<file path="src/rtl/stv_pkg.sv">
package stv_pkg;
  typedef enum logic {
    PH_WAIT = 1'b0,
    PH_HELD = 1'b1
  } phase_e;

  function automatic int max2(input int a, input int b);
    return (a > b) ? a : b;
  endfunction
endpackage

</file>
<file path="src/rtl/stv_tick_gen.sv">
module stv_tick_gen #(
  parameter int CLKS_PER_TICK = 200000
) (
  input  logic clk,
  input  logic rst_n,
  output logic tick_o
);
  generate
    if (CLKS_PER_TICK <= 1) begin : g_every
      logic run_q;
      always_ff @(posedge clk or negedge rst_n) begin
        if (!rst_n) run_q <= 1'b0;
        else        run_q <= 1'b1;
      end
      assign tick_o = run_q;
    end else begin : g_div
      localparam int PW = $clog2(CLKS_PER_TICK);
      localparam logic [PW-1:0] LAST = PW'(CLKS_PER_TICK - 1);
      logic [PW-1:0] cnt_q;
      always_ff @(posedge clk or negedge rst_n) begin
        if (!rst_n)             cnt_q <= '0;
        else if (cnt_q == LAST) cnt_q <= '0;
        else                    cnt_q <= cnt_q + 1'b1;
      end
      assign tick_o = (cnt_q == LAST);
    end
  endgenerate
endmodule

</file>
<file path="src/rtl/stv_hyst_timer.sv">
module stv_hyst_timer
  import stv_pkg::*;
#(
  parameter int ACQ_TICKS   = 40,
  parameter int PAUSE_TICKS = 40,
  parameter int CNT_W       = $clog2(max2(ACQ_TICKS, PAUSE_TICKS) + 1)
) (
  input  logic             clk,
  input  logic             rst_n,
  input  logic             tick_i,
  input  logic             est_i,
  output logic             held_o,
  output logic             acq_o,
  output logic             rel_o,
  output logic [CNT_W-1:0] cnt_o
);
  localparam logic [CNT_W-1:0] ACQ_LAST = CNT_W'(ACQ_TICKS - 1);
  localparam logic [CNT_W-1:0] REL_LAST = CNT_W'(PAUSE_TICKS - 1);

  phase_e           ph_q;
  logic [CNT_W-1:0] cnt_q;
  logic             toward;
  logic [CNT_W-1:0] last;
  logic             fire;

  // Evidence "toward" a phase change: high flag while waiting, low flag while held.
  assign toward = (ph_q == PH_HELD) ? ~est_i : est_i;
  assign last   = (ph_q == PH_HELD) ? REL_LAST : ACQ_LAST;
  assign fire   = tick_i && toward && (cnt_q == last);

  always_ff @(posedge clk or negedge rst_n) begin
    if (!rst_n) begin
      ph_q  <= PH_WAIT;
      cnt_q <= '0;
    end else if (tick_i) begin
      if (fire) begin
        cnt_q <= '0;
        ph_q  <= (ph_q == PH_HELD) ? PH_WAIT : PH_HELD;
      end else if (toward) begin
        cnt_q <= cnt_q + 1'b1;
      end else if (cnt_q != '0) begin
        cnt_q <= cnt_q - 1'b1;
      end
    end
  end

  assign held_o = (ph_q == PH_HELD);
  assign acq_o  = fire && (ph_q == PH_WAIT);
  assign rel_o  = fire && (ph_q == PH_HELD);
  assign cnt_o  = cnt_q;
endmodule

</file>
<file path="src/rtl/stv_settle_dly.sv">
module stv_settle_dly #(
  parameter int SETTLE_CYC = 4
) (
  input  logic clk,
  input  logic rst_n,
  input  logic load_i,
  input  logic clr_i,
  output logic std_o
);
  localparam int SW = $clog2(SETTLE_CYC + 1);
  localparam logic [SW-1:0] START = SW'(SETTLE_CYC);

  logic [SW-1:0] left_q;
  logic          std_q;

  always_ff @(posedge clk or negedge rst_n) begin
    if (!rst_n) begin
      left_q <= '0;
      std_q  <= 1'b0;
    end else if (clr_i) begin
      left_q <= '0;
      std_q  <= 1'b0;
    end else begin
      if (left_q != '0) begin
        left_q <= left_q - 1'b1;
        if (left_q == SW'(1)) std_q <= 1'b1;
      end
      if (load_i) left_q <= START;
    end
  end

  assign std_o = std_q;
endmodule

</file>
<file path="src/rtl/stv_code_latch.sv">
module stv_code_latch #(
  parameter int CODE_W = 4
) (
  input  logic              clk,
  input  logic              rst_n,
  input  logic              load_i,
  input  logic [CODE_W-1:0] code_i,
  input  logic              oe_i,
  output logic [CODE_W-1:0] latch_o,
  output logic [CODE_W-1:0] bus_o
);
  logic [CODE_W-1:0] lat_q;

  always_ff @(posedge clk or negedge rst_n) begin
    if (!rst_n)      lat_q <= '0;
    else if (load_i) lat_q <= code_i;
  end

  for (genvar b = 0; b < CODE_W; b++) begin : g_gate
    assign bus_o[b] = oe_i & lat_q[b];
  end

  assign latch_o = lat_q;
endmodule

</file>
<file path="src/rtl/tone_steer_validator.sv">
module tone_steer_validator
  import stv_pkg::*;
#(
  parameter int CLKS_PER_TICK = 200000,
  parameter int ACQ_TICKS     = 40,
  parameter int PAUSE_TICKS   = 40,
  parameter int SETTLE_CYC    = 4,
  parameter int CODE_W        = 4
) (
  input  logic              clk,
  input  logic              rst_n,
  input  logic              est_i,
  input  logic [CODE_W-1:0] code_i,
  input  logic              oe_i,
  output logic [CODE_W-1:0] code_o,
  output logic              gt_o,
  output logic              std_o
);
  localparam int CNT_W = $clog2(max2(ACQ_TICKS, PAUSE_TICKS) + 1);

  logic              tick;
  logic              held;
  logic              acq;
  logic              rel;
  logic [CNT_W-1:0]  tmr_cnt;
  logic [CODE_W-1:0] latch_q;

  stv_tick_gen #(.CLKS_PER_TICK(CLKS_PER_TICK)) tick_i (
    .clk(clk), .rst_n(rst_n), .tick_o(tick)
  );

  stv_hyst_timer #(
    .ACQ_TICKS(ACQ_TICKS), .PAUSE_TICKS(PAUSE_TICKS), .CNT_W(CNT_W)
  ) tmr_i (
    .clk(clk), .rst_n(rst_n), .tick_i(tick), .est_i(est_i),
    .held_o(held), .acq_o(acq), .rel_o(rel), .cnt_o(tmr_cnt)
  );

  stv_settle_dly #(.SETTLE_CYC(SETTLE_CYC)) settle_i (
    .clk(clk), .rst_n(rst_n), .load_i(acq), .clr_i(rel), .std_o(std_o)
  );

  stv_code_latch #(.CODE_W(CODE_W)) latch_i (
    .clk(clk), .rst_n(rst_n), .load_i(acq), .code_i(code_i),
    .oe_i(oe_i), .latch_o(latch_q), .bus_o(code_o)
  );

  assign gt_o = held & est_i;
endmodule

</file>
<file path="config.mk">
export PLATFORM = sky130hd
export DESIGN_NAME = tone_steer_validator
export DESIGN_NICKNAME = d
export VERILOG_FILES = /design/src/rtl/stv_pkg.sv /design/src/rtl/stv_tick_gen.sv /design/src/rtl/stv_hyst_timer.sv /design/src/rtl/stv_settle_dly.sv /design/src/rtl/stv_code_latch.sv /design/src/rtl/tone_steer_validator.sv
export SDC_FILE = /design/constraint.sdc
export NUM_CORES = 1
export LEC_CHECK = 0
export ABC_AREA = 1
export CAP_MARGIN = 20
export CELL_PAD_IN_SITES_DETAIL_PLACEMENT = 0
export CELL_PAD_IN_SITES_GLOBAL_PLACEMENT = 1
export CORE_UTILIZATION = 31
export CTS_CLUSTER_SIZE = 40
export DETAILED_ROUTE_END_ITERATION = 7
export PLACE_DENSITY_LB_ADDON = 0.1
export SLEW_MARGIN = 30
export SYNTH_ARGS = -nofsm -noshare
export SYNTH_HDL_FRONTEND = slang
export SYNTH_SLANG_ARGS = --single-unit
</file>
<file path="constraint.sdc">
create_clock -name clk -period 1.9 [get_ports clk]
set_clock_uncertainty 0.2 [all_clocks]
set_input_delay 0.285 -clock clk [delete_from_list [all_inputs] [get_ports clk]]
set_output_delay 0.285 -clock clk [all_outputs]
set_load 0.005 [all_outputs]
</file>
==> results.cfg, run 1 <==
[setup_path]
crit_path_start_kind = flop
path_class = reg -> reg
rr_worst_depth = 7
ff2ff_setup_slack_ns = 0.10
r2r_start = tmr_i.held_o
path_max_fanout = 4
worst_ep_required_time_ns = 1.88
r2r-end = tmr_i.cnt_o[5]
endpoint_kind = flop
crit_arrival_ns = 1.78

[final_layout]
post-route-util_pct = 39.4
area_growth_pct = 23.1
drive_gt1_share_pct = 16.4
multi_input_area_mm2 = 0.00110
fill_cells = 672
layout.area.seq_um2 = 826
nets = 313
num_antenna_cells = 0
final_cell_mix = 72 x nand2_1, 36 x inv_1, 33 x dfrtp_1, 32 x nor2_1, 14 x nand3_1
layout.cells.most_common = nand2_1

[sta]
min_period_ns = 1.80
fin_tns_setup_ns = 0
rsz0062_at_grt = true
slew-limit-headroom_pct = 70.1
clock.fmax_ghz = 0.556
setup_slack_ns = 0.100
hold_slack_ns = 0.206
final_hold_viol_count = 0
slew_violations = 0
worstMarginPinSlew_ns = 0.449
post-route-period-util_pct = 94.7
finalSetupViolations = 0

[synthesis]
yosysTopAreaCellShare_pct = 40.8
synth_area_mm2 = 0.00202
ys_warn_count = 0
yosys.area_share.simple_pct = 37.9
synth_fa_ha_area_share_pct = 4.95
synth-xor-area-share_pct = 5.63
synth_compound_area_share_pct = 3.03
synth_area_per_cell_um2 = 7.66
ys_seq_area_share_pct = 40.8
synth_top_family_by_area = simple AND/OR/NAND/NOR gates
yosysUniqueCellTypes = 25
synthCells = 264
synth_seq_cells = 33
synth.net_count = 280
synthTopCellsByArea = dfrtp_1 41%, nand2_1 14%, inv_1 6.9%
synth_top_area_cell = dfrtp_1
synthMuxAreaShare_pct = 0

[routing]
drt_iter0_drc = 48
drc = 0
detail_route.wl_per_cell_um = 11.9
drt-vias-per-instance = 4.51
vias = 1691
firstDrtPassIters = 4
ant_nets = 0
wl_um = 4470

[placed_design]
gp_congestion = 0.776
dp_slack_ns = -0.336
dp_hpwl_um = 3430
port_buffers = 13

[die]
rows = 29
die_x_um = 82.8
initial_utilization_pct = 32.0
core_area_mm2 = 0.00631
dieArea_mm2 = 0.00685
ios = 14
die_h_um = 82.8

[clock_tree]
cts-root-buf = clkbuf_8
h-tree-depth = 2
cts_sinks = 33
clock_path_buffers = 2
cts_made_buffers = 5
cts_tree = yes
path_clk_slew_ns = 0.07
clk_latency_ns = 0.28

[grt]
grt_max_degree = 34
grt_pass1_wl_um = 7470
grtUsageTotal_pct = 15.0
antenna_found_initial = 0
grt_pass1_vias = 1565
gr-total-overflow = 0

[power]
p_leak_nw = 1.30
peakVddDrop_mv = 0.328
power_density_mw_per_mm2 = 519

[run_status]
outcome = complete, no violations

[min_path]
hold_path.class = in -> async

[flow_run]
max-cap-violations = 0
area by class of cell:
| type | count | area share (%) |
|---|---|---|
| Clock inverter | 2 | 0.402 |
| Inverter | 39 | 5.88 |
| Multi-Input combinational cell | 191 | 44.1 |
| Timing Repair Buffer | 27 | 9.65 |
| Clock buffer | 6 | 2.92 |
| Tap cell | 77 | 3.87 |
| Sequential cell | 33 | 33.2 |
registers in the layout (all words and copies together), names as in the netlist:
register            flops
tick_i.g_div.cnt_q     18
tmr_i.cnt_o             6
settle_i.left_q         3
latch_i.latch_o         4
settle_i.std_o          1
tmr_i.held_o            1
per-stage QoR:
stage	cells	power (mW)	area, µm²
finish	375	1.29	2490
global route	375	1.36	2490
CTS	373	1.31	2440
detailed placement	365	0.782	2330
global placement	365	0.782	2330
floorplan	264	0.739	2020
worst max-delay path by stage:
stage                 startpoint             end  slack [ns]  cells after the start
finish              tmr_i.held_o  tmr_i.cnt_o[5]        0.10                      7
global route        tmr_i.held_o  tmr_i.cnt_o[4]       -0.02                     10
CTS                        est_i  tmr_i.cnt_o[4]       0.005                     11
detailed placement         est_i  tmr_i.cnt_o[4]       -0.34                     11
global placement           est_i  tmr_i.cnt_o[4]       -0.28                     11
floorplan           tmr_i.held_o  tmr_i.cnt_o[4]        0.01                     10
logic make-up after synthesis:
group / after synthesis
AO/OA/AOI/OAI: 11
XOR/XNOR: 13
adder cells (fa/ha/maj): 8
buffers and inverters: 40
flip-flops: 33
AND/OR/NAND/NOR: 159
metal layers:
layer | vias up | share of wire (%) | global-route usage [%] | wire length [µm]
met5 | - | 0 | 0 | 0
li1 | 898 | - | - | -
met3 | 2 | 1.9 | 4.29 | 83
met1 | 779 | 50 | 20.2 | 2250
met2 | 12 | 47 | 23.0 | 2100
met4 | 0 | 0.92 | 4.66 | 41
synthesized netlist by cell type, drive strengths merged:
cell / n
dfrtp: 33
inv: 39
nand3b: 2
nand3: 19
nand4: 10
or2: 1
o21bai: 1
o21ai: 5
ha: 8
a211oi: 1
nor2: 42
nor3: 5
xor2: 9
buf: 1
a21oi: 3
o22ai: 1
nand2: 79
xnor2: 4
nor3b: 1
critical path, stage by stage, from the launching register on:
cell	delay (ns)
dfrtp_1	0.41
ha_4	0.30
inv_2	0.06
ha_1	0.31
a21oi_1	0.19
nand3b_1	0.10
nand3_1	0.09
nand2_1	0.04
power by group:
part	switching (mW)	internal, mW	total (mW)	leakage, nW
logic	0.0377	0.0330	0.0707	0.826
registers	0	0.702	0.702	0.431
clock network	0.264	0.254	0.518	0.0450
what timing repair did:
action | in CTS | in global routing
endpoints found under the hold margin | 0 | 0
pin swaps | 1 | 6
buffers inserted | 0 | 2
hold buffers | 0 | 0
gates resized for setup | 3 | 10
endpoints found under the setup margin | 3 | 16
No activity file was read; power rests on OpenSTA's default activity.
==> run 2: changes to the inputs <==
--- a/config.mk
+++ b/config.mk
@@ -10,6 +10,7 @@
 export CELL_PAD_IN_SITES_DETAIL_PLACEMENT = 0
 export CELL_PAD_IN_SITES_GLOBAL_PLACEMENT = 1
 export CORE_UTILIZATION = 31
+export CTS_BUF_LIST = sky130_fd_sc_hd__clkbuf_16
 export CTS_CLUSTER_SIZE = 40
 export DETAILED_ROUTE_END_ITERATION = 7
 export PLACE_DENSITY_LB_ADDON = 0.1
==> constraint.sdc (replaced) <==
create_clock -name clk -period 1.9 [get_ports clk]
set_clock_uncertainty 0.2 [all_clocks]
set_input_delay 0.475 -clock clk [delete_from_list [all_inputs] [get_ports clk]]
set_output_delay 0.475 -clock clk [all_outputs]
set_load 0.005 [all_outputs]
==> results.cfg, run 2 (synthesized netlist as in run 1, its figures left out) <==
[routing]
firstDrtPassIters = 4
drt-vias-per-instance = 4.58
ant_nets = 0
drc = 0
detail_route.wl_per_cell_um = 11.7
wl_um = 4390
vias = 1714
drt_iter0_drc = 72

[power]
power_frac_clock_pct = 49.6
swShare_pct = 21.2
intPower_mw = 1.21
power_density_mw_per_mm2 = 602
combinationalPowerShare_pct = 4.7
power_mw = 1.54
switchingPower_uw = 327
peakVddDrop_mv = 0.437
seq_power_share_pct = 45.7
p_leak_nw = 1.38

[run_status]
outcome = complete, no violations

[clock_tree]
h-tree-depth = 2
cts_tree = yes
clk_latency_ns = 0.28
cts_made_buffers = 5
clock_path_buffers = 2
cts_sinks = 33
path_clk_slew_ns = 0.05
cts-root-buf = clkbuf_16

[final_layout]
top_register = tick_i.g_div.cnt_q
stdcell_count = 374
largest_reg_flops = 18
drive_gt1_share_pct = 18.9
area_growth_pct = 26.5
num_antenna_cells = 0
layout.cells.most_common = nand2_1
nets = 312
final_cell_mix = 71 x nand2_1, 36 x inv_1, 33 x dfrtp_1, 31 x nor2_1, 14 x nand3_1

[grt]
grt_pass1_vias = 1568
grtUsageTotal_pct = 14.7
grt_max_degree = 34
met1_usage_pct = 19.8
top_usage_layer = met2
grt_use_met3_pct = 3.30
antenna_found_initial = 0
gr-total-overflow = 0
grt_pass1_wl_um = 7310
gr-usage-met2_pct = 22.3

[setup_path]
endpoint_kind = flop
path_max_fanout = 5
worst_ep_required_time_ns = 1.87
path_class = reg -> reg
crit_arrival_ns = 1.79
r2r-end = tmr_i.cnt_o[5]
rr_worst_depth = 7
r2r_start = tmr_i.held_o
crit_path_start_kind = flop
ff2ff_setup_slack_ns = 0.08

[sta]
slew-limit-headroom_pct = 81.1
rsz0062_at_grt = true
slew_violations = 0
final_hold_viol_count = 0
finalSetupViolations = 0
min_period_ns = 1.82
post-route-period-util_pct = 95.8
fin_tns_setup_ns = 0
worstMarginPinSlew_ns = 0.281
clock.fmax_ghz = 0.549

[min_path]
hold_path.class = reg -> reg
holdPathStages = 2
hold_path_end = latch_i.latch_o[1]
min-delay-start = latch_i.latch_o[1]

[die]
ios = 14
rows = 29
initial_utilization_pct = 32.0
core_area_mm2 = 0.00631
dieArea_mm2 = 0.00685
die_h_um = 82.8
die_x_um = 82.8

[placed_design]
port_buffers = 13
dp.cells = 363
gp_congestion = 0.795
dp_hpwl_um = 3390

[flow_run]
max-cap-violations = 0
run 2: cell count changes in the layout (fill, tap and decap cells not counted), moves of 2 or more:
cell / before / now
clkbuf_16: 0 / 5
clkbuf_8: 5 / 0
clkdlybuf4s50_1: 11 / 6
buf_4: 13 / 11
dlymetal6s2s_1: 1 / 3
ha_1: 6 / 4
ha_2: 0 / 2
nor2_2: 5 / 7
run 2: area by class of cell:
type,count,area (µm²)
Clock buffer,5,125
Clock inverter,3,13.8
Fill cell,677,3760
Inverter,39,149
Multi-Input combinational cell,191,1100
Sequential cell,33,826
Tap cell,77,96.3
Timing Repair Buffer,26,245
run 2: what timing repair did:
item                       4_1_cts  5_1_grt
resized for setup               10       17
gates cloned                     0        0
hold buffers                     0        0
pin swaps                        0        6
setup endpoints to repair       17       15
setup buffers                    0        3
run 2: worst max-delay path, stage by stage, from the launching register on:
cell and delay, ns:
dfrtp_1 0.41, ha_4 0.32, inv_4 0.05, ha_1 0.30, a21oi_1 0.18, nand3b_1 0.11
nand3_1 0.09, nand2_1 0.05
run 2: layer usage:
layer / share of wire, % / wire [µm] / vias up
li1: - / - / 891
met1: 49 / 2160 / 790
met2: 46 / 2010 / 27
met3: 3.2 / 142 / 6
met4: 1.9 / 82 / 0
met5: 0 / 0 / -
run 2: how the worst max path moves through the flow:
stage                     slack (ns)        endpoint  cells after the start               start
after floorplan                 0.05  tmr_i.cnt_o[4]                     10               est_i
after global placement         -0.48  tmr_i.cnt_o[3]                      8               est_i
after detailed placement       -0.53  tmr_i.cnt_o[3]                      8               est_i
after CTS                       0.02       code_o[3]                      3  latch_i.latch_o[3]
after global routing           -0.04  tmr_i.cnt_o[5]                     10        tmr_i.held_o
final                           0.08  tmr_i.cnt_o[5]                      7        tmr_i.held_o
run 2: power by group through the flow:
stage	Sequential, mW	Combinational (mW)	Clock [mW]
floorplan	0.716	0.0252	0
global placement	0.716	0.0721	0
detailed placement	0.716	0.0718	0
CTS	0.703	0.0707	0.788
global route	0.703	0.0819	0.826
finish	0.703	0.0725	0.763
run 2: metrics by stage:
| step | area (µm²) | utilization, % | hold slack, ns | setup WS, ns |
|---|---|---|---|---|
| global placement | 2340 | 37.1 | 0.256 | -0.479 |
| CTS | 2470 | 39.2 | 0.273 | 0.0189 |
| global route | 2560 | 40.5 | 0.297 | -0.0425 |
| finish | 2560 | 40.5 | 0.267 | 0.0798 |
| floorplan | 2030 | - | -0.0206 | 0.0532 |
| detailed placement | 2340 | 37.1 | 0.259 | -0.533 |
==> run 3: changes to the inputs <==
--- a/config.mk
+++ b/config.mk
@@ -6,10 +6,10 @@
 export NUM_CORES = 1
 export LEC_CHECK = 0
 export ABC_AREA = 1
-export CAP_MARGIN = 20
 export CELL_PAD_IN_SITES_DETAIL_PLACEMENT = 0
 export CELL_PAD_IN_SITES_GLOBAL_PLACEMENT = 1
-export CORE_UTILIZATION = 31
+export CORE_MARGIN = 3
+export CORE_UTILIZATION = 39
 export CTS_BUF_LIST = sky130_fd_sc_hd__clkbuf_16
 export CTS_CLUSTER_SIZE = 40
 export DETAILED_ROUTE_END_ITERATION = 7
==> results.cfg, run 3 (synthesized netlist as in run 1, its figures left out) <==
[run_status]
outcome = complete, no violations

[flow_run]
max-cap-violations = 0

[placed_design]
dpl_cell_area_mm2 = 0.00232
gp_congestion = 0.810
dp_hpwl_um = 3380
port_buffers = 13

[final_layout]
area_growth_pct = 23.7
fill_cells = 512
nets = 310
post-route-util_pct = 51.3
largest_reg_flops = 18
final_cell_mix = 73 x nand2_1, 37 x inv_1, 33 x dfrtp_1, 32 x nor2_1, 16 x nand3_1
layout.cells.most_common = nand2_1
drive_gt1_share_pct = 15.6
num_antenna_cells = 0
fin_area_mm2 = 0.00250
top_register = tick_i.g_div.cnt_q

[die]
initial_utilization_pct = 41.4
ios = 14
dieArea_mm2 = 0.00608
die_h_um = 78.0
die_x_um = 78.0
core_area_mm2 = 0.00488
rows = 25

[routing]
ant_nets = 0
detail_route.wl_per_cell_um = 11.9
vias = 1663
wl_um = 4280
drt-vias-per-instance = 4.61
firstDrtPassIters = 4
drt_iter0_drc = 54
drc = 0

[clock_tree]
cts_tree = yes
path_clk_slew_ns = 0.05
cts-root-buf = clkbuf_16
cts_sinks = 33
h-tree-depth = 2
postCtsHoldBufs = 0
clock_path_buffers = 2
cts_made_buffers = 5
clk_latency_ns = 0.27

[sta]
slew_violations = 0
rsz0062_at_grt = true
final_hold_viol_count = 0
slew-limit-headroom_pct = 76.2
min_period_ns = 1.80
post-route-period-util_pct = 94.5
worstMarginPinSlew_ns = 0.354
clock.fmax_ghz = 0.557
finalSetupViolations = 0

[min_path]
hold_path.class = reg -> reg

[setup_path]
path_class = reg -> reg
crit_path_start_kind = flop
path_max_fanout = 3
worst_ep_required_time_ns = 1.86
crit_arrival_ns = 1.75
endpoint_kind = flop

[grt]
antenna_found_initial = 0
grt_max_degree = 34
grt_pass1_vias = 1597
grt_pass1_wl_um = 7600
gr-total-overflow = 0
grtUsageTotal_pct = 15.8

[power]
power_density_mw_per_mm2 = 600
p_leak_nw = 1.32
peakVddDrop_mv = 0.400
## run 3: stage by stage
step                      hold slack (ns)  setup slack (ns)  power (mW)  setup TNS, ns  std cells
after floorplan                   -0.0206            0.0532       0.741              0        264
after CTS                           0.274            0.0526        1.52              0        360
after detailed placement            0.261            -0.472       0.787          -7.75        352
final                               0.265             0.105        1.50              0        361
after global placement              0.258            -0.445       0.787          -7.64        352
after global routing                0.300          -0.00963        1.57        -0.0108        361
## run 3: per-layer routing
metal | wire [µm] | global-route usage [%] | up-vias
met5 | 0 | 0 | -
met4 | 44 | 5.24 | 0
met3 | 125 | 2.90 | 4
met2 | 1820 | 23.9 | 20
met1 | 2290 | 22.5 | 748
li1 | - | - | 891
## run 3: final timing paths
kind / start / end / slack, ns / cells after the start
setup / recovery: tmr_i.held_o / tmr_i.cnt_o[4] / 0.10 / 10
hold / removal: tick_i.g_div.cnt_q[0] / tick_i.g_div.cnt_q[0] / 0.27 / 1
setup reg to reg: tmr_i.held_o / tmr_i.cnt_o[4] / 0.10 / 10
hold reg to reg: tick_i.g_div.cnt_q[0] / tick_i.g_div.cnt_q[0] / 0.27 / 1
max in group asynchronous: rst_n / tick_i.g_div.cnt_q[6] / 0.94 / 2
min in group asynchronous: rst_n / tick_i.g_div.cnt_q[1] / 0.37 / 2
## run 3: area by class of cell
class	instances	area, µm²	area share, %
timing repair buffer	24	221	8.85
clock buffer	5	125	5.00
multi-input combinational	191	1090	43.6
inverter	39	146	5.85
clock inverter	2	7.51	0.300
tap	67	83.8	3.35
sequential	33	826	33.0
## run 3: power breakdown
part           leakage (nW)  switching (mW)  internal (mW)
sequential            0.431               0          0.704
combinational         0.825          0.0372         0.0340
clock                0.0685           0.259          0.467
## run 3: critical path, stage by stage, from the launching register on
cell and delay (ns):
dfrtp_1 0.41, ha_4 0.29, inv_2 0.06, ha_4 0.27, inv_1 0.04, o21bai_1 0.11
inv_1 0.07, nand2_1 0.06, nand2_1 0.05, nand3_1 0.07, nand2_1 0.05
## run 3: what timing repair did
item	CTS	global route
pin swaps	0	2
hold endpoints to repair	0	0
buffers inserted	1	1
endpoints found under the setup margin	20	9
gates resized for setup	11	7
